===== src/rtl/i2c_burst_loader.sv =====
module i2c_burst_loader #(
  parameter int CHANS = 32,
  parameter int DW = 14,
  parameter logic [4:0] DEV_PREFIX = 5'b10101,
  parameter logic [7:0] BURST_PTR = 8'hFF,
  localparam int CW = $clog2(CHANS),
  localparam int HB = DW - 8
) (
  input  logic          clk,
  input  logic          rst_n,
  input  logic          scl_i,
  input  logic          sda_i,
  input  logic [1:0]    addr_sel,
  output logic          sda_oe,
  output logic          wr_stb,
  output logic [CW-1:0] wr_chan,
  output logic [1:0]    wr_reg,
  output logic [DW-1:0] wr_data
);
  typedef enum logic [2:0] {P_IDLE, P_ADDR, P_PTR, P_MSB, P_LSB} phase_t;

  localparam logic [CW-1:0] LAST = CW'(CHANS - 1);

  logic [1:0] scl_q, sda_q;
  logic       scl_p, sda_p;
  phase_t     phase;
  logic [3:0] bcnt;
  logic       in_ack, burst;
  logic [7:0] sh, hi;
  logic [CW-1:0] chan;

  wire scl_s = scl_q[1];
  wire sda_s = sda_q[1];
  wire start = scl_s & scl_p & sda_p & ~sda_s;
  wire stop  = scl_s & scl_p & ~sda_p & sda_s;
  wire scl_rise = scl_s & ~scl_p;
  wire scl_fall = ~scl_s & scl_p;

  always_ff @(posedge clk or negedge rst_n) begin
    if (!rst_n) begin
      scl_q <= 2'b11;
      sda_q <= 2'b11;
      scl_p <= 1'b1;
      sda_p <= 1'b1;
    end else begin
      scl_q <= {scl_q[0], scl_i};
      sda_q <= {sda_q[0], sda_i};
      scl_p <= scl_s;
      sda_p <= sda_s;
    end
  end

  always_ff @(posedge clk or negedge rst_n) begin
    if (!rst_n) begin
      phase   <= P_IDLE;
      bcnt    <= '0;
      in_ack  <= 1'b0;
      burst   <= 1'b0;
      sh      <= '0;
      hi      <= '0;
      chan    <= '0;
      sda_oe  <= 1'b0;
      wr_stb  <= 1'b0;
      wr_chan <= '0;
      wr_reg  <= '0;
      wr_data <= '0;
    end else begin
      wr_stb <= 1'b0;
      if (start || stop) begin
        phase  <= start ? P_ADDR : P_IDLE;
        bcnt   <= '0;
        in_ack <= 1'b0;
        burst  <= 1'b0;
        sda_oe <= 1'b0;
      end else if (phase != P_IDLE) begin
        if (scl_rise && bcnt < 4'd8) begin
          sh   <= {sh[6:0], sda_s};
          bcnt <= bcnt + 4'd1;
        end
        if (scl_fall) begin
          if (in_ack) begin
            in_ack <= 1'b0;
            sda_oe <= 1'b0;
            bcnt   <= '0;
          end else if (bcnt == 4'd8) begin
            in_ack <= 1'b1;
            sda_oe <= 1'b1;
            case (phase)
              P_ADDR: begin
                if (sh == {DEV_PREFIX, addr_sel, 1'b0}) phase <= P_PTR;
                else begin
                  sda_oe <= 1'b0;
                  phase  <= P_IDLE;
                end
              end
              P_PTR: begin
                burst <= (sh == BURST_PTR);
                chan  <= (sh == BURST_PTR) ? '0 : sh[CW-1:0];
                phase <= P_MSB;
              end
              P_MSB: begin
                hi    <= sh;
                phase <= P_LSB;
              end
              P_LSB: begin
                wr_stb  <= 1'b1;
                wr_chan <= chan;
                wr_reg  <= hi[7:6];
                wr_data <= {hi[HB-1:0], sh};
                if (burst && chan != LAST) begin
                  chan  <= chan + 1'b1;
                  phase <= P_MSB;
                end else begin
                  burst <= 1'b0;
                  phase <= P_PTR;
                end
              end
              default: phase <= P_IDLE;
            endcase
          end
        end
      end
    end
  end
endmodule


===== config.mk =====
export PLATFORM = sky130hd
export DESIGN_NAME = i2c_burst_loader
export DESIGN_NICKNAME = d
export VERILOG_FILES = /design/src/rtl/i2c_burst_loader.sv
export SDC_FILE = /design/constraint.sdc
export NUM_CORES = 1
export LEC_CHECK = 0
export ABC_AREA = 1
export BUFFER_PORTS_ARGS = -buffer_cell sky130_fd_sc_hd__buf_2
export CAP_MARGIN = 15
export CORE_MARGIN = 4
export CORE_UTILIZATION = 37
export CTS_CLUSTER_SIZE = 10
export DETAILED_ROUTE_END_ITERATION = 6
export GPL_ROUTABILITY_DRIVEN = 0
export PLACE_DENSITY_LB_ADDON = 0.08
export SKIP_CTS_REPAIR_TIMING = 1
export SLEW_MARGIN = 20
export SYNTH_ARGS = -nofsm -noshare
export SYNTH_HDL_FRONTEND = slang
export SYNTH_SLANG_ARGS = --single-unit

===== constraint.sdc =====
create_clock -name clk -period 2.35 [get_ports clk]
set_input_delay 0 -clock clk [delete_from_list [all_inputs] [get_ports clk]]
set_output_delay 0 -clock clk [all_outputs]
set_load 0.03 [all_outputs]

After elaboration in Yosys (flattened, before gate mapping). Cells that the tools add are included.

Register bits after elaboration: 59. Input port bits: 6.

$add $sub $neg: 2. Order comparisons: 1. Equality and inequality tests: 11. Mux-type cells: 42. Bitwise gates (word level): 13. Reductions and logical operators: 18.

Operator list (count): $mux 1 (26); $mux 4 (5); $reduce_and 6->1 (3); $mux 3 (5); $pmux 3 s4 (1); $mux 5 (2); $pmux 5 s2 (1); $reduce_bool 3->1 (3); $eq 8x8->1 (1); $eq 8x8->1 const B (1); $reduce_bool 2->1 (4); $and 1x1->1 (7); $reduce_and 7->1 (1); $eq 3x2->1 const B (2); $not 1->1 (6); $reduce_and 3->1 (2); $add 5x1->5 const B (1); $ne 5x5->1 const B (1); $add 4x1->4 const B (1); $eq 4x4->1 const B (1); $lt 4x4->1 const B (1); $reduce_and 4->1 (1); $eq 3x1->1 const B (1); $eq 3x3->1 const B (1); other kinds (8) (9).

Logic depth before layout (Yosys ltp).
Depth in word-level cells: 9. Mapped depth: 11.

Worst setup path before layout. Ideal clock, no wire load.

Kind: register to register. Start: register bcnt[0]. End: register hi[6]. Setup time: 0.118 ns. Data arrival time: 1.447 ns. Slack: 0.785 ns. Cell stages (with the launch flop): 11. Cells stage by stage: dfrtp_1 inv_1 ha_1 nand2_1 nor2_1 nand2_1 nor2_8 nand3_4 buf_6 nand2_1 o21ai_2.

Word-level cells in the longest chain between the ends: 2.

Ends and longest elaborated chain: from (decl) (RTL line 27) `logic [3:0] bcnt;`; from (signal assigned) (RTL line 78) `bcnt <= bcnt + 4'd1;`; $eq 4x4->1 (RTL line 85) `end else if (bcnt == 4'd8) begin`; $reduce_and 6->1 (no line); to (signal assigned) (RTL line 102) `hi <= sh;`; to (decl) (RTL line 29) `logic [7:0] sh, hi;`.

Every way passes these cells. A chain may end at the register's enable or synchronous reset.

Final worst setup path.
Start: register bcnt[0]. End: register wr_data[13].

Word-level cells in the longest chain between the ends: 2.

Ends and longest elaborated chain: $eq 4x4->1 (RTL line 85); $reduce_and 6->1 (no line); to (signal assigned) (RTL line 109) `wr_data <= {hi[HB-1:0], sh};`; to (decl) (RTL line 18) `output logic [DW-1:0] wr_data`.

Every way passes these cells.

==> flow_summary.rst <==
.. list-table::
   :header-rows: 1

   * - Metric
     - Value
   * - Run status
     - complete, no violations
   * - Portion of the post-synthesis area used by sequential elements
     - 0.5534
   * - Drt pass-1 iters
     - 6
   * - Flip-flop and latch count after synthesis
     - 59
   * - Largest family of logic cells by synthesized area
     - simple AND/OR/NAND/NOR gates
   * - Number of antenna violations at the first check in global routing
     - 0
   * - Port Buf Inserts
     - 28
   * - Final net count
     - 355
   * - Ratio of cells with drive above 1 in the final layout
     - 0.2029
   * - Top flip-flop cell by instance count after synthesis
     - sky130_fd_sc_hd__dfrtp_1
   * - Critical path endpoint category
     - flop
   * - Class of the worst hold path
     - input port to flop
   * - Clock Pin Slew Worst Setup and Hold Paths
     - 0.07 ns
   * - Die outline width
     - 93.13 µm
   * - WS Path Type
     - flop to flop
   * - Crit path DAT
     - 2.06 ns
   * - Post-Syn Area
     - 2681 µm²
   * - Simple-gate share of the synthesized area
     - 0.2678
   * - Largest registers
     - wr_data: 14 flops, hi: 8 flops, sh: 8 flops
   * - Post-Synth Adder-Cell Area
     - 0.01867
   * - Post-DP Area
     - 2898 µm²
   * - F_max
     - 0.5600 GHz
   * - Number of buffers inserted during clock tree synthesis
     - 9
   * - Root buffer selected by CTS
     - sky130_fd_sc_hd__clkbuf_8
   * - Share of flip-flops with an asynchronous set or reset
     - 1.000
   * - Total count of max-transition violations in the final report
     - 0
   * - Top-level port count
     - 29
   * - Max FFs per register
     - 14
   * - Hold violation count in the final report
     - 0
   * - Slowest cell on crit path
     - sky130_fd_sc_hd__dfrtp_1
   * - Synthesized-area fraction occupied by ao, oa, aoi and oai cells
     - 0.08913
   * - R2R Path Start
     - bcnt[0]$_DFFE_PN0P_
   * - Number of global-route vias before repair
     - 1,957
   * - Wire per inst
     - 11.86 µm
   * - Antenna Cells
     - 0
   * - Worst Min Path Start
     - addr_sel[0]
   * - Post-Syn Instances
     - 308
   * - Net Count, Synth
     - 318
   * - Xor-xnor portion of the synthesized cell area
     - 0
   * - Cell-by-cell trace of the critical path
     - inv_1 > ha_1 > nand2_1 > nor2_1 > nand2_1 > nor2_8 > nand2_4 > inv_4 > nand2_1 > nand2_1
   * - Height of the die
     - 93.13 µm
   * - Final setup violation count
     - 0
   * - Vias per Instance
     - 4.531
   * - Number of warnings reported in the yosys synthesis log
     - 0
   * - Most common cell on crit path
     - sky130_fd_sc_hd__nand2_1
   * - Area growth syn-to-layout
     - 18.20%
   * - H-Tree Depth
     - 3
   * - Most common library cells after synthesis
     - sky130_fd_sc_hd__nand2_1 (114), sky130_fd_sc_hd__dfrtp_1 (53), sky130_fd_sc_hd__inv_1 (31), sky130_fd_sc_hd__nor2_1 (22)
   * - Clock tree from TritonCTS
     - done
   * - Die area
     - 8673 µm²
   * - Unrepaired setup endpoints after global routing
     - no
   * - Final clock period utilization by the worst path
     - 0.7599
   * - Critical Path Max Stage Delay
     - 0.39 ns
   * - Data required time of the worst path
     - 2.62 ns
   * - Detail Placement HPWL
     - 3.793 mm
   * - Final sum of negative setup slack
     - 0 ns
   * - Fillers
     - 728
   * - Largest fanout on the critical path
     - 31
   * - Clock Skews
     - 0.006565 ns
   * - Setup crit start
     - bcnt[0]$_DFFE_PN0P_
   * - Starting DRC count in detailed routing
     - 69
   * - DRC viols
     - 0
   * - Number of vias in the routed layout
     - 2,021
   * - Launching element type of the critical path
     - flop
   * - Maximum buffer depth of the clock tree
     - 2
   * - Largest register by flop count
     - wr_data
   * - Leak
     - 1.718 nW
   * - Detail Route Antenna Nets
     - 0
   * - Wire length of the first global-routing pass
     - 9.418 mm
   * - Relative slew margins
     - 0.5752
   * - Area share of the largest cell type after synthesis
     - 0.4946
   * - Max-cap violations
     - 0
   * - Clock sink total
     - 59
   * - Initial cell density of the core
     - 0.3882
   * - Tightest Pin Transition
     - 0.6372 ns
   * - Std-Cell Core Area
     - 6907 µm²
   * - Source-to-sink clock delay at the later pin of the worst-skew pair
     - 0.33 ns
   * - Total power per unit cell area
     - 880.7 nW/µm²
   * - Final wirelength
     - 5.290 mm
   * - Top cells by area in the synthesized netlist
     - sky130_fd_sc_hd__dfrtp_1 (49%), sky130_fd_sc_hd__nand2_1 (16%), sky130_fd_sc_hd__dfstp_2 (5.9%), sky130_fd_sc_hd__inv_1 (4.3%), sky130_fd_sc_hd__nor2_1 (3.1%)
   * - Number of library cell types mapped by synthesis
     - 25
   * - Area leader, netlist
     - sky130_fd_sc_hd__dfrtp_1
   * - Row Count
     - 30
   * - Global routing usage summed across all routing layers
     - 0.1392
   * - Number of enable flip-flop cells after synthesis
     - 0
   * - Most repeated cell in the gate-level netlist after synthesis
     - sky130_fd_sc_hd__nand2_1
   * - Time the worst path needs with I/O delays and setup
     - 1.786 ns
   * - Syn avg cell area
     - 8.706 µm²
   * - Layout Cell Area excl Fill
     - 3169 µm²
   * - Worst supply voltage drop on vdd
     - 450.7 µV
   * - GRT Residual Overflow
     - 0
   * - Fraction of synthesized area in multiplexers
     - 0
   * - Maximum number of pins on one net before global-route repair
     - 33
-- logic make-up after synthesis --
logic type | after synthesis
buf+inv | 39
fa+ha+maj | 4
compound gates | 40
flops | 59
simple gates | 166
-- area by class of cell --
type	instances	area, µm²	area share
flip-flops and latches	59	1484	0.4682
multi-input cells	210	1007	0.3178
well taps	96	120.1	0.03790
clock inverters	5	100.1	0.03158
clock buffers	11	141.4	0.04461
inverters	33	126.4	0.03987
repair buffers	32	190.2	0.06001
-- layer usage --
metal	vias to the layer above	routed length (µm)	track usage
li1	1037	-	-
met1	940	2673	0.1931
met2	36	2286	0.2004
met3	8	228	0.03379
met4	0	102	0.07326
met5	-	0	0
-- through the flow --
step / util / power, mW / instances / worst slack [ns] / hold WS, ns
finish: 0.4589 / 2.791 / 446 / 0.5642 / 0.1626
detailed placement: 0.4196 / 1.688 / 427 / 0.5461 / 0.07117
global route: 0.4589 / 2.981 / 446 / 0.3442 / 0.2466
floorplan: - / 1.546 / 308 / 0.7849 / -0.2956
global placement: 0.4196 / 1.683 / 427 / 0.5816 / 0.07418
CTS: 0.4545 / 2.832 / 443 / 0.5347 / -0.3007
-- cell usage in the layout, fill, tap and decap left out, drive strengths merged, types with 4 or more instances in the layout --
cell type and n:
nor2 24, dfrtp 53, ha 4, nand2 121, nand3 15, clkbuf 11
o21ai 33, inv 33, buf 29, dfstp 6
-- power breakdown --
part	total, mW	switching [mW]	internal [mW]
registers	1.23	0.0988	1.13
clock network	1.13	0.402	0.730
logic	0.433	0.290	0.143
-- critical path: cells and delay by family, from the launching register on --
| family | cells | cell delay, ns |
|---|---|---|
| simple gates | 7 | 0.88 |
| fa+ha+maj | 1 | 0.15 |
| flops | 1 | 0.39 |
| buf+inv | 2 | 0.31 |
-- worst paths after layout --
path	endpoint	slack, ns	cells after the start
hold / removal	phase[1]$_DFFE_PN0P_	0.16	8
max in group asynchronous	sda_p$_DFF_PN1_	1.45	3
setup / recovery	wr_data[13]$_DFFE_PN0P_	0.56	10
hold reg to reg	scl_q[1]$_DFF_PN1_	0.35	0
setup reg to reg	wr_data[13]$_DFFE_PN0P_	0.56	10
min in group asynchronous	wr_data[12]$_DFFE_PN0P_	0.22	2
No activity file was read; power rests on OpenSTA's default activity.
